<file path="src/rtl/bscan_pkg.sv">
package bscan_pkg;

    typedef enum logic [1:0] {
        INS_BYPASS = 2'd0,
        INS_SAMPLE = 2'd1,
        INS_EXTEST = 2'd2,
        INS_SPARE  = 2'd3
    } dr_instr_e;

    typedef struct packed {
        logic cap;
        logic shf;
        logic upd;
    } dr_strobe_t;

    function automatic int chain_len(int n_in, int n_tri, int n_bd);
        return 2 * n_bd + n_tri + 1 + n_in;
    endfunction

    // bidirectional data cell k sits nearest tdi
    function automatic int bd_data_pos(int len, int k);
        return len - 1 - 2 * k;
    endfunction

    function automatic int bd_ctl_pos(int len, int k);
        return len - 2 - 2 * k;
    endfunction

    function automatic int tri_data_pos(int len, int n_bd, int j);
        return len - 1 - 2 * n_bd - j;
    endfunction

    function automatic int tri_ctl_pos(int len, int n_bd, int n_tri);
        return len - 1 - 2 * n_bd - n_tri;
    endfunction

    function automatic int in_pos(int n_in, int m);
        return n_in - 1 - m;
    endfunction

    function automatic logic picks_boundary(dr_instr_e code);
        return (code == INS_SAMPLE) || (code == INS_EXTEST);
    endfunction

endpackage

</file>
<file path="src/rtl/bscan_bypass.sv">
module bscan_bypass
    import bscan_pkg::*;
(
    input  logic       tck,
    input  logic       rst,
    input  dr_strobe_t stb,
    input  logic       tdi,
    output logic       q
);
    always_ff @(posedge tck) begin
        if (rst)          q <= 1'b0;
        else if (stb.cap) q <= 1'b0;
        else if (stb.shf) q <= tdi;
    end
endmodule

</file>
<file path="src/rtl/bscan_chain.sv">
module bscan_chain
    import bscan_pkg::*;
#(
    parameter int LEN = 12
) (
    input  logic             tck,
    input  logic             rst,
    input  dr_strobe_t       stb,
    input  logic             tdi,
    input  logic [LEN-1:0]   cap_vec,
    output logic [LEN-1:0]   master,
    output logic [LEN-1:0]   slave
);
    // master stages: parallel load or shift toward bit 0 on rising edge
    always_ff @(posedge tck) begin
        if (rst)          master <= '0;
        else if (stb.cap) master <= cap_vec;
        else if (stb.shf) master <= {tdi, master[LEN-1:1]};
    end

    // slave stages: copy on falling edge
    always_ff @(negedge tck) begin
        if (rst)          slave <= '0;
        else if (stb.upd) slave <= master;
    end
endmodule

</file>
<file path="src/rtl/bscan_cellmap.sv">
module bscan_cellmap
    import bscan_pkg::*;
#(
    parameter int N_IN  = 4,
    parameter int N_TRI = 3,
    parameter int N_BD  = 2,
    parameter int LEN   = 12
) (
    input  logic [N_IN-1:0]  in_pin,
    input  logic [N_TRI-1:0] core_tri_do,
    input  logic             core_tri_oe,
    input  logic [N_BD-1:0]  pin_bd_di,
    input  logic [N_BD-1:0]  core_bd_oe,
    input  logic [LEN-1:0]   slave,
    output logic [LEN-1:0]   cap_vec,
    output logic [N_IN-1:0]  s_in,
    output logic [N_TRI-1:0] s_tri_do,
    output logic             s_tri_ctl,
    output logic [N_BD-1:0]  s_bd_do,
    output logic [N_BD-1:0]  s_bd_ctl
);
    localparam int TC = tri_ctl_pos(LEN, N_BD, N_TRI);

    for (genvar k = 0; k < N_BD; k++) begin : g_bd
        localparam int PD = bd_data_pos(LEN, k);
        localparam int PC = bd_ctl_pos(LEN, k);
        assign cap_vec[PD] = pin_bd_di[k];
        assign cap_vec[PC] = core_bd_oe[k];
        assign s_bd_do[k]  = slave[PD];
        assign s_bd_ctl[k] = slave[PC];
    end

    for (genvar j = 0; j < N_TRI; j++) begin : g_tri
        localparam int PT = tri_data_pos(LEN, N_BD, j);
        assign cap_vec[PT]  = core_tri_do[j];
        assign s_tri_do[j]  = slave[PT];
    end

    // control cell holds 1 for high impedance, so the enable is inverted
    assign cap_vec[TC] = ~core_tri_oe;
    assign s_tri_ctl   = slave[TC];

    for (genvar m = 0; m < N_IN; m++) begin : g_in
        localparam int PI = in_pos(N_IN, m);
        assign cap_vec[PI] = in_pin[m];
        assign s_in[m]     = slave[PI];
    end
endmodule

</file>
<file path="src/rtl/bscan_pinmux.sv">
module bscan_pinmux #(
    parameter int N_IN  = 4,
    parameter int N_TRI = 3,
    parameter int N_BD  = 2
) (
    input  logic             ext,
    input  logic [N_IN-1:0]  in_pin,
    input  logic [N_TRI-1:0] core_tri_do,
    input  logic             core_tri_oe,
    input  logic [N_BD-1:0]  core_bd_do,
    input  logic [N_BD-1:0]  core_bd_oe,
    input  logic [N_BD-1:0]  pin_bd_di,
    input  logic [N_IN-1:0]  s_in,
    input  logic [N_TRI-1:0] s_tri_do,
    input  logic             s_tri_ctl,
    input  logic [N_BD-1:0]  s_bd_do,
    input  logic [N_BD-1:0]  s_bd_ctl,
    output logic [N_IN-1:0]  core_in,
    output logic [N_TRI-1:0] pin_tri_do,
    output logic             pin_tri_oe,
    output logic [N_BD-1:0]  pin_bd_do,
    output logic [N_BD-1:0]  pin_bd_oe,
    output logic [N_BD-1:0]  core_bd_di
);
    always_comb begin
        if (ext) begin
            core_in    = s_in;
            pin_tri_do = s_tri_do;
            pin_tri_oe = ~s_tri_ctl;
            pin_bd_do  = s_bd_do;
            pin_bd_oe  = s_bd_ctl;
            core_bd_di = s_bd_do;
        end else begin
            core_in    = in_pin;
            pin_tri_do = core_tri_do;
            pin_tri_oe = core_tri_oe;
            pin_bd_do  = core_bd_do;
            pin_bd_oe  = core_bd_oe;
            core_bd_di = pin_bd_di;
        end
    end
endmodule

</file>
<file path="src/rtl/bscan_tdo.sv">
module bscan_tdo (
    input  logic tck,
    input  logic rst,
    input  logic shift_any,
    input  logic use_chain,
    input  logic chain_lsb,
    input  logic byp_q,
    output logic tdo,
    output logic tdo_oe
);
    always_ff @(negedge tck) begin
        if (rst) begin
            tdo    <= 1'b0;
            tdo_oe <= 1'b0;
        end else begin
            tdo_oe <= shift_any;
            if (shift_any) tdo <= use_chain ? chain_lsb : byp_q;
        end
    end
endmodule

</file>
<file path="src/rtl/bscan_dr_path.sv">
module bscan_dr_path
    import bscan_pkg::*;
#(
    parameter int N_IN  = 4,
    parameter int N_TRI = 3,
    parameter int N_BD  = 2
) (
    input  logic             tck,
    input  logic             rst,
    input  logic             tdi,
    input  logic             capture_dr,
    input  logic             shift_dr,
    input  logic             update_dr,
    input  logic [1:0]       instr,
    output logic             tdo,
    output logic             tdo_oe,
    input  logic [N_IN-1:0]  in_pin,
    output logic [N_IN-1:0]  core_in,
    input  logic [N_TRI-1:0] core_tri_do,
    input  logic             core_tri_oe,
    output logic [N_TRI-1:0] pin_tri_do,
    output logic             pin_tri_oe,
    input  logic [N_BD-1:0]  core_bd_do,
    input  logic [N_BD-1:0]  core_bd_oe,
    output logic [N_BD-1:0]  pin_bd_do,
    output logic [N_BD-1:0]  pin_bd_oe,
    input  logic [N_BD-1:0]  pin_bd_di,
    output logic [N_BD-1:0]  core_bd_di
);
    localparam int LEN = chain_len(N_IN, N_TRI, N_BD);

    dr_instr_e  code;
    logic       use_chain;
    logic       ext;
    dr_strobe_t stb_chain;
    dr_strobe_t stb_byp;

    assign code      = dr_instr_e'(instr);
    assign use_chain = picks_boundary(code);
    assign ext       = (code == INS_EXTEST);

    assign stb_chain = '{cap: capture_dr & use_chain,
                         shf: shift_dr   & use_chain,
                         upd: update_dr  & use_chain};
    assign stb_byp   = '{cap: capture_dr & ~use_chain,
                         shf: shift_dr   & ~use_chain,
                         upd: 1'b0};

    logic [LEN-1:0]   cap_vec;
    logic [LEN-1:0]   master;
    logic [LEN-1:0]   slave;
    logic             byp_q;
    logic [N_IN-1:0]  s_in;
    logic [N_TRI-1:0] s_tri_do;
    logic             s_tri_ctl;
    logic [N_BD-1:0]  s_bd_do;
    logic [N_BD-1:0]  s_bd_ctl;

    bscan_bypass u_byp (
        .tck (tck),
        .rst (rst),
        .stb (stb_byp),
        .tdi (tdi),
        .q   (byp_q)
    );

    bscan_chain #(.LEN(LEN)) u_chain (
        .tck     (tck),
        .rst     (rst),
        .stb     (stb_chain),
        .tdi     (tdi),
        .cap_vec (cap_vec),
        .master  (master),
        .slave   (slave)
    );

    bscan_cellmap #(
        .N_IN(N_IN), .N_TRI(N_TRI), .N_BD(N_BD), .LEN(LEN)
    ) u_map (
        .in_pin      (in_pin),
        .core_tri_do (core_tri_do),
        .core_tri_oe (core_tri_oe),
        .pin_bd_di   (pin_bd_di),
        .core_bd_oe  (core_bd_oe),
        .slave       (slave),
        .cap_vec     (cap_vec),
        .s_in        (s_in),
        .s_tri_do    (s_tri_do),
        .s_tri_ctl   (s_tri_ctl),
        .s_bd_do     (s_bd_do),
        .s_bd_ctl    (s_bd_ctl)
    );

    bscan_pinmux #(
        .N_IN(N_IN), .N_TRI(N_TRI), .N_BD(N_BD)
    ) u_mux (
        .ext         (ext),
        .in_pin      (in_pin),
        .core_tri_do (core_tri_do),
        .core_tri_oe (core_tri_oe),
        .core_bd_do  (core_bd_do),
        .core_bd_oe  (core_bd_oe),
        .pin_bd_di   (pin_bd_di),
        .s_in        (s_in),
        .s_tri_do    (s_tri_do),
        .s_tri_ctl   (s_tri_ctl),
        .s_bd_do     (s_bd_do),
        .s_bd_ctl    (s_bd_ctl),
        .core_in     (core_in),
        .pin_tri_do  (pin_tri_do),
        .pin_tri_oe  (pin_tri_oe),
        .pin_bd_do   (pin_bd_do),
        .pin_bd_oe   (pin_bd_oe),
        .core_bd_di  (core_bd_di)
    );

    bscan_tdo u_tdo (
        .tck       (tck),
        .rst       (rst),
        .shift_any (shift_dr),
        .use_chain (use_chain),
        .chain_lsb (master[0]),
        .byp_q     (byp_q),
        .tdo       (tdo),
        .tdo_oe    (tdo_oe)
    );
endmodule

</file>
<file path="config.mk">
export PLATFORM = sky130hd
export DESIGN_NAME = bscan_dr_path
export DESIGN_NICKNAME = d
export VERILOG_FILES = /design/src/rtl/bscan_pkg.sv /design/src/rtl/bscan_bypass.sv /design/src/rtl/bscan_chain.sv /design/src/rtl/bscan_cellmap.sv /design/src/rtl/bscan_pinmux.sv /design/src/rtl/bscan_tdo.sv /design/src/rtl/bscan_dr_path.sv
export SDC_FILE = /design/constraint.sdc
export NUM_CORES = 1
export LEC_CHECK = 0
export BUFFER_PORTS_ARGS = -buffer_cell sky130_fd_sc_hd__buf_2
export CORE_MARGIN = 2
export CORE_UTILIZATION = 55
export DETAILED_ROUTE_END_ITERATION = 7
export PLACE_DENSITY = 0.83
export SYNTH_ARGS = -nofsm -noshare
export SYNTH_HDL_FRONTEND = slang
export SYNTH_SLANG_ARGS = --single-unit
</file>
<file path="constraint.sdc">
create_clock -name tck -period 3 [get_ports tck]
set_clock_uncertainty 0.2 [all_clocks]
set_input_delay 0.6 -clock tck [delete_from_list [all_inputs] [get_ports tck]]
set_output_delay 0.6 -clock tck [all_outputs]
set_load 0.01 [all_outputs]
</file>
==> results of run 1 <==
metal layers:
metal	wire, microns	up-vias
li1	-	614
met1	1620	601
met2	1710	37
met3	162	7
met4	57	0
met5	0	-
what timing repair did:
action                                  4_1_cts  5_1_grt
endpoints found under the setup margin       16       18
pin swaps                                     1        0
buffers inserted                              1        1
gates resized for setup                      35        1
path summary, 6_finish.rpt:
check / end / depth (start not counted)
worst max-delay path: core_in[2] / 2
worst min-delay path: u_chain.slave[3] / 2
worst max register to register: u_tdo.tdo / 2
worst min register to register: u_chain.slave[3] / 2
report_power, final:
part | switching (mW) | internal [mW] | total [mW]
Combinational | 0.106 | 0.108 | 0.214
Clock | 0.171 | 0.0733 | 0.244
Sequential | 0.0198 | 0.385 | 0.405
Total | 0.297 | 0.566 | 0.863
layout make-up:
type,instances,area [sq um]
Clock buffer,3,22.5
Clock inverter,15,56.3
Fill cell,185,631
Inverter,3,18.8
Multi-Input combinational cell,107,835
Sequential cell,27,552
Tap cell,30,37.5
Timing Repair Buffer,44,325
state kept, by name, summed over array words and instances (netlist names):
register and count:
u_byp.q 1, u_chain.slave 12, u_tdo.tdo 1, u_chain.master 12
u_tdo.tdo_oe 1
cells by family after synthesis:
family / share of synthesized area [%]
adder cells (fa/ha/maj): 1.74
AND/OR/NAND/NOR: 20.8
multiplexers: 14.9
AO/OA/AOI/OAI: 16.1
flip-flops: 37.6
buffers and inverters: 8.88
Yosys cell counts, drive strengths merged, types with 4 or more instances:
cell type,n,area share (%)
nand2,27,7.0
buf,12,7.6
a211oi,9,7.5
mux2,11,8.6
nor2,17,5.8
dfxtp,27,38
mux2i,9,6.3
inv,4,1.0
a21oi,14,5.1
placed cells by master (no fill, tap or decap), drive strengths merged:
| cell type | n |
|---|---|
| a211oi | 9 |
| a21oi | 14 |
| a31oi | 1 |
| buf | 44 |
| clkbuf | 3 |
| clkinv | 1 |
| dfxtp | 27 |
| ha | 2 |
| inv | 17 |
| mux2 | 11 |
| mux2i | 9 |
| nand2 | 27 |
| nand2b | 3 |
| nand4b | 1 |
| nor2 | 17 |
| nor2b | 2 |
| nor4 | 3 |
| nor4b | 3 |
| o211ai | 1 |
| o21ai | 3 |
| o21ba | 1 |
worst max-delay path, cell delays in order, from the launching register on:
cell     delay, ns
dfxtp_2       0.32
mux2_4        0.26
buf_6         0.12
==> results.md, run 1 <==
- Status: complete, but fails checks
- Failing checks: setup timing
- WP data required: 2.20 ns
- Clock Tree Buf Depth: 2
- Met3 Use GR: 3.76%
- FF-to-FF setup slack: 0.57 ns
- Fin area: 1850 sq um
- Hold Path Class: reg -> reg
- Crit Path Max Fanout: 2
- CP arrival: 2.61 ns
- Setup crit start kind: flip-flop
- CP Launch Point: u_chain.slave[1]
- Gr usage total: 26.2%
- # clock sinks: 27
- Total CTS buffers: 3
- Maximum number of pins on one net before global-route repair: 21
- Total wire length: 3560 microns
- Clk pin slew, worst setup/hold paths: 0.05 ns
- YS warnings: 0
- DP HPWL: 2330 microns
- Via density: 5.50
- Routed WL per cell: 15.5 microns
- Pre-CTS WS: -0.318 ns
- Worst r2r src: u_chain.master[0]
- Core region area: 2480 sq um
- Post-synth ARST share: 0%
- Dpl cell area: 1610 sq um
- # IOs: 38
- # hold bufs at CTS: 0
- Leakage power figure: 0.825 nW
- Min-delay src: u_chain.slave[3]
- Layout area overhead: 28.5%
- VDD IR max: 0.367 mV
- RSZ-0062 raised after global routing: true
- N_diodes: 0
- Max-capacitance violation count: 0
- Final Setup Violations: 16
- DIE AREA: 3040 sq um
- Crit end category: output pin
- Met1 GRT Util: 33.2%
- Avg Inst Size Synth: 9.52 sq um
- Grt total ovfl: 0
- CTS tree: built
- Core Rows: 18
- Post-route setup TNS: -5.49 ns
- Synth cell types: 28
- Initial antenna violation count: 0
- GRT busiest layer: met2
- Ratio of cells with drive above 1 in the final layout: 47.7%
- Post-route ant nets: 0
- Clock Latency Late Sink: 0.34 ns
- Die H: 55.1 microns
- Routed vias: 1,259
- Register area share after synthesis: 37.6%
- Flops & latches, synth: 27
- Post-Synthesis Cells: 151
- Vias in the first global route: 1,225
- Initial core utilization: 58.0%
- EDFF count, synth: 0
- Final Util: 74.5%
- Worst-margin pin slew: 0.612 ns
- Initial detailed-routing violation count: 18
- GP Congestion: 0.808
- Power Total: 863 uW
- DRT Pass-1 Iters: 4
- PD cells: 467 nW/um^2
- Critical path type: reg -> out
- Max transition margin: 59.2%
- Hold violation total from the final report: 0
- Most common flop cell mapped by yosys: dfxtp_1
- Final Max Slew Viols: 0
- Met2 usage: 44.0%
- Synth Net Count: 175
- First-pass GRT wire length: 5590 microns
- Hold_ws: 0.260 ns
- H-tree lvl count: 1
- Synthesized cell area: 1440 sq um
- Die Width: 55.1 microns
- Count of input and output buffers: 37
- Layout Cells excl Fill: 229
- Final worst slack: -0.411 ns
- Root Buffer Master: clkbuf_4
- Nets@finish: 224
- # DRC: 0
- Dpl cells: 210
Note: power is estimated with default switching activity, not from simulation.
==> inputs of run 2 (changes only) <==
--- a/config.mk
+++ b/config.mk
@@ -11,2 +11,4 @@
 export DETAILED_ROUTE_END_ITERATION = 7
+export GPL_ROUTABILITY_DRIVEN = 0
+export MAX_ROUTING_LAYER = met4
 export PLACE_DENSITY = 0.83
--- a/constraint.sdc
+++ b/constraint.sdc
@@ -4,2 +4,2 @@
 set_output_delay 0.6 -clock tck [all_outputs]
-set_load 0.01 [all_outputs]
+set_load 0.005 [all_outputs]
==> run 2 against run 1 <==
Against the previous run:
- the flow still finishes with violations (setup timing)
- register-to-register slack hardly changed
- non-clock buffer count decreased by 1
- sequential share of layout area up 0.74 points
- power fell by 1.3%
- sequential cell count unchanged
- cell count fell by 0.44%
- core utilization down 1.3 points
- first-iteration DRC count is 17% higher
==> results.md, run 2 (synthesis gave the netlist of run 1 again) <==
- Status: complete, but fails checks
- Failing checks: setup timing
- Min-delay src: u_chain.slave[3]
- # clock sinks: 27
- Most frequent cells in the layout: buf_2, nand2_1, inv_1
- CP max stage cell: dfxtp_2
- DIE AREA: 3040 sq um
- Hold endpoint: u_chain.slave[3]
- Post-route setup TNS: -5.46 ns
- Hold Path Class: reg -> reg
- Leading cell type in the layout, fill and taps excluded: buf_2
- Clock Tree Buf Depth: 2
- CP arrival: 2.62 ns
- Routed WL per cell: 15.2 microns
- Root Buffer Master: clkbuf_4
- First-pass GRT wire length: 5270 microns
- Largest regs: u_chain.master x12, u_chain.slave x12
- DP HPWL: 2330 microns
- N_diodes: 0
- Worst r2r src: u_chain.master[0]
- Clk pin slew, worst setup/hold paths: 0.06 ns
- PD cells: 470 nW/um^2
- Final worst slack: -0.423 ns
- Ratio of cells with drive above 1 in the final layout: 49.0%
- Grt total ovfl: 0
- Final Util: 73.2%
- Nets@finish: 223
- Total CTS buffers: 3
- Setup crit start kind: flip-flop
- Initial antenna violation count: 0
- Initial core utilization: 58.0%
- Max-capacitance violation count: 0
- Maximum number of pins on one net before global-route repair: 21
- Crit path largest cell delay: 0.32 ns
- Max transition margin: 62.6%
- Pre-CTS WS: -0.318 ns
- DRT Pass-1 Iters: 4
- RSZ-0062 raised after global routing: true
- Hold violation total from the final report: 0
- Vias in the first global route: 1,150
- Count of input and output buffers: 37
- CTS tree: built
- Gr usage total: 25.5%
- Power Total: 852 uW
- VDD IR max: 0.379 mV
- Reg2Reg Depth: 2
- Final Setup Violations: 16
- Critical path type: reg -> out
- Routed vias: 1,220
- Post-route ant nets: 0
- Crit end category: output pin
- Leakage power figure: 0.811 nW
- H-tree lvl count: 1
- CP Cell Sequence: mux2_4 -> buf_6
- Die H: 55.1 microns
- Hold_ws: 0.257 ns
- Initial detailed-routing violation count: 21
- Total wire length: 3470 microns
- Final Max Slew Viols: 0
- Core Rows: 18
- Core region area: 2480 sq um
- Crit Path Max Fanout: 2
- WP data required: 2.20 ns
- Layout area overhead: 26.2%
- # DRC: 0
- FF-to-FF End: u_tdo.tdo
- Worst-margin pin slew: 0.561 ns
- Fillers: 187
- # IOs: 38
- Hold path depth: 2
- Die Width: 55.1 microns
- Via density: 5.35
- FF-to-FF setup slack: 0.57 ns
- Clock Latency Late Sink: 0.36 ns
==> run 2: cell count changes in the layout (fill, tap and decap cells not counted), sizes merged <==
cell and change:
buf -1
==> run 2: layer usage <==
| metal | vias up | track usage (%) | part of all wire (%) |
|---|---|---|---|
| met5 | - | - | 0 |
| met4 | 0 | 8.94 | 1.2 |
| met3 | 5 | 3.23 | 3.7 |
| met2 | 29 | 42.5 | 49 |
| met1 | 578 | 31.8 | 46 |
| li1 | 608 | - | - |
==> run 2: report_power, final <==
part	leakage (nW)	switching [mW]	internal (mW)	total (mW)
Combinational	0.494	0.0975	0.101	0.199
Sequential	0.227	0.0193	0.385	0.404
Clock	0.0899	0.175	0.0734	0.249
Total	0.811	0.292	0.560	0.852
==> run 2: worst max-delay path: cells and delay by family (launching register included) <==
kind	cells	cell delay, ns
buffers and inverters	1	0.12
flip-flops	1	0.32
multiplexers	1	0.26
==> run 2: how the worst max path moves through the flow <==
stage	to	slack, ns	from	cells past startpoint
finish	pin_bd_oe[1]	-0.42	u_chain.slave[8]	2
global route	pin_tri_do[2]	-0.45	u_chain.slave[5]	2
CTS	pin_bd_oe[1]	-0.40	u_chain.slave[8]	2
detailed placement	u_chain.slave[1]	-0.32	instr[0]	6
global placement	u_chain.slave[9]	-0.27	instr[0]	6
floorplan	u_chain.slave[9]	-0.14	instr[1]	6
==> run 2: final cells by class <==
class	instances	area (sq um)	share of cell area (%)
multi-input cells	107	831	45.8
flip-flops and latches	27	556	30.6
repair buffers	43	293	16.1
clock inverters	15	56.3	3.10
well taps	30	37.5	2.07
clock buffers	3	22.5	1.24
inverters	3	18.8	1.03
==> run 2: timing repair <==
item,in CTS,in global routing
pin swaps,1,0
resized for setup,27,9
endpoints found under the setup margin,16,16
buffers inserted,1,0
hold endpoints to repair,0,0
hold buffers,0,0
==> run 2: metrics by stage <==
stage / area (sq um) / std cells
2_1_floorplan: 1470 / 151
3_3_place_gp: 1610 / 210
3_5_place_dp: 1610 / 210
4_1_cts: 1780 / 228
5_1_grt: 1810 / 228
6_report: 1810 / 228
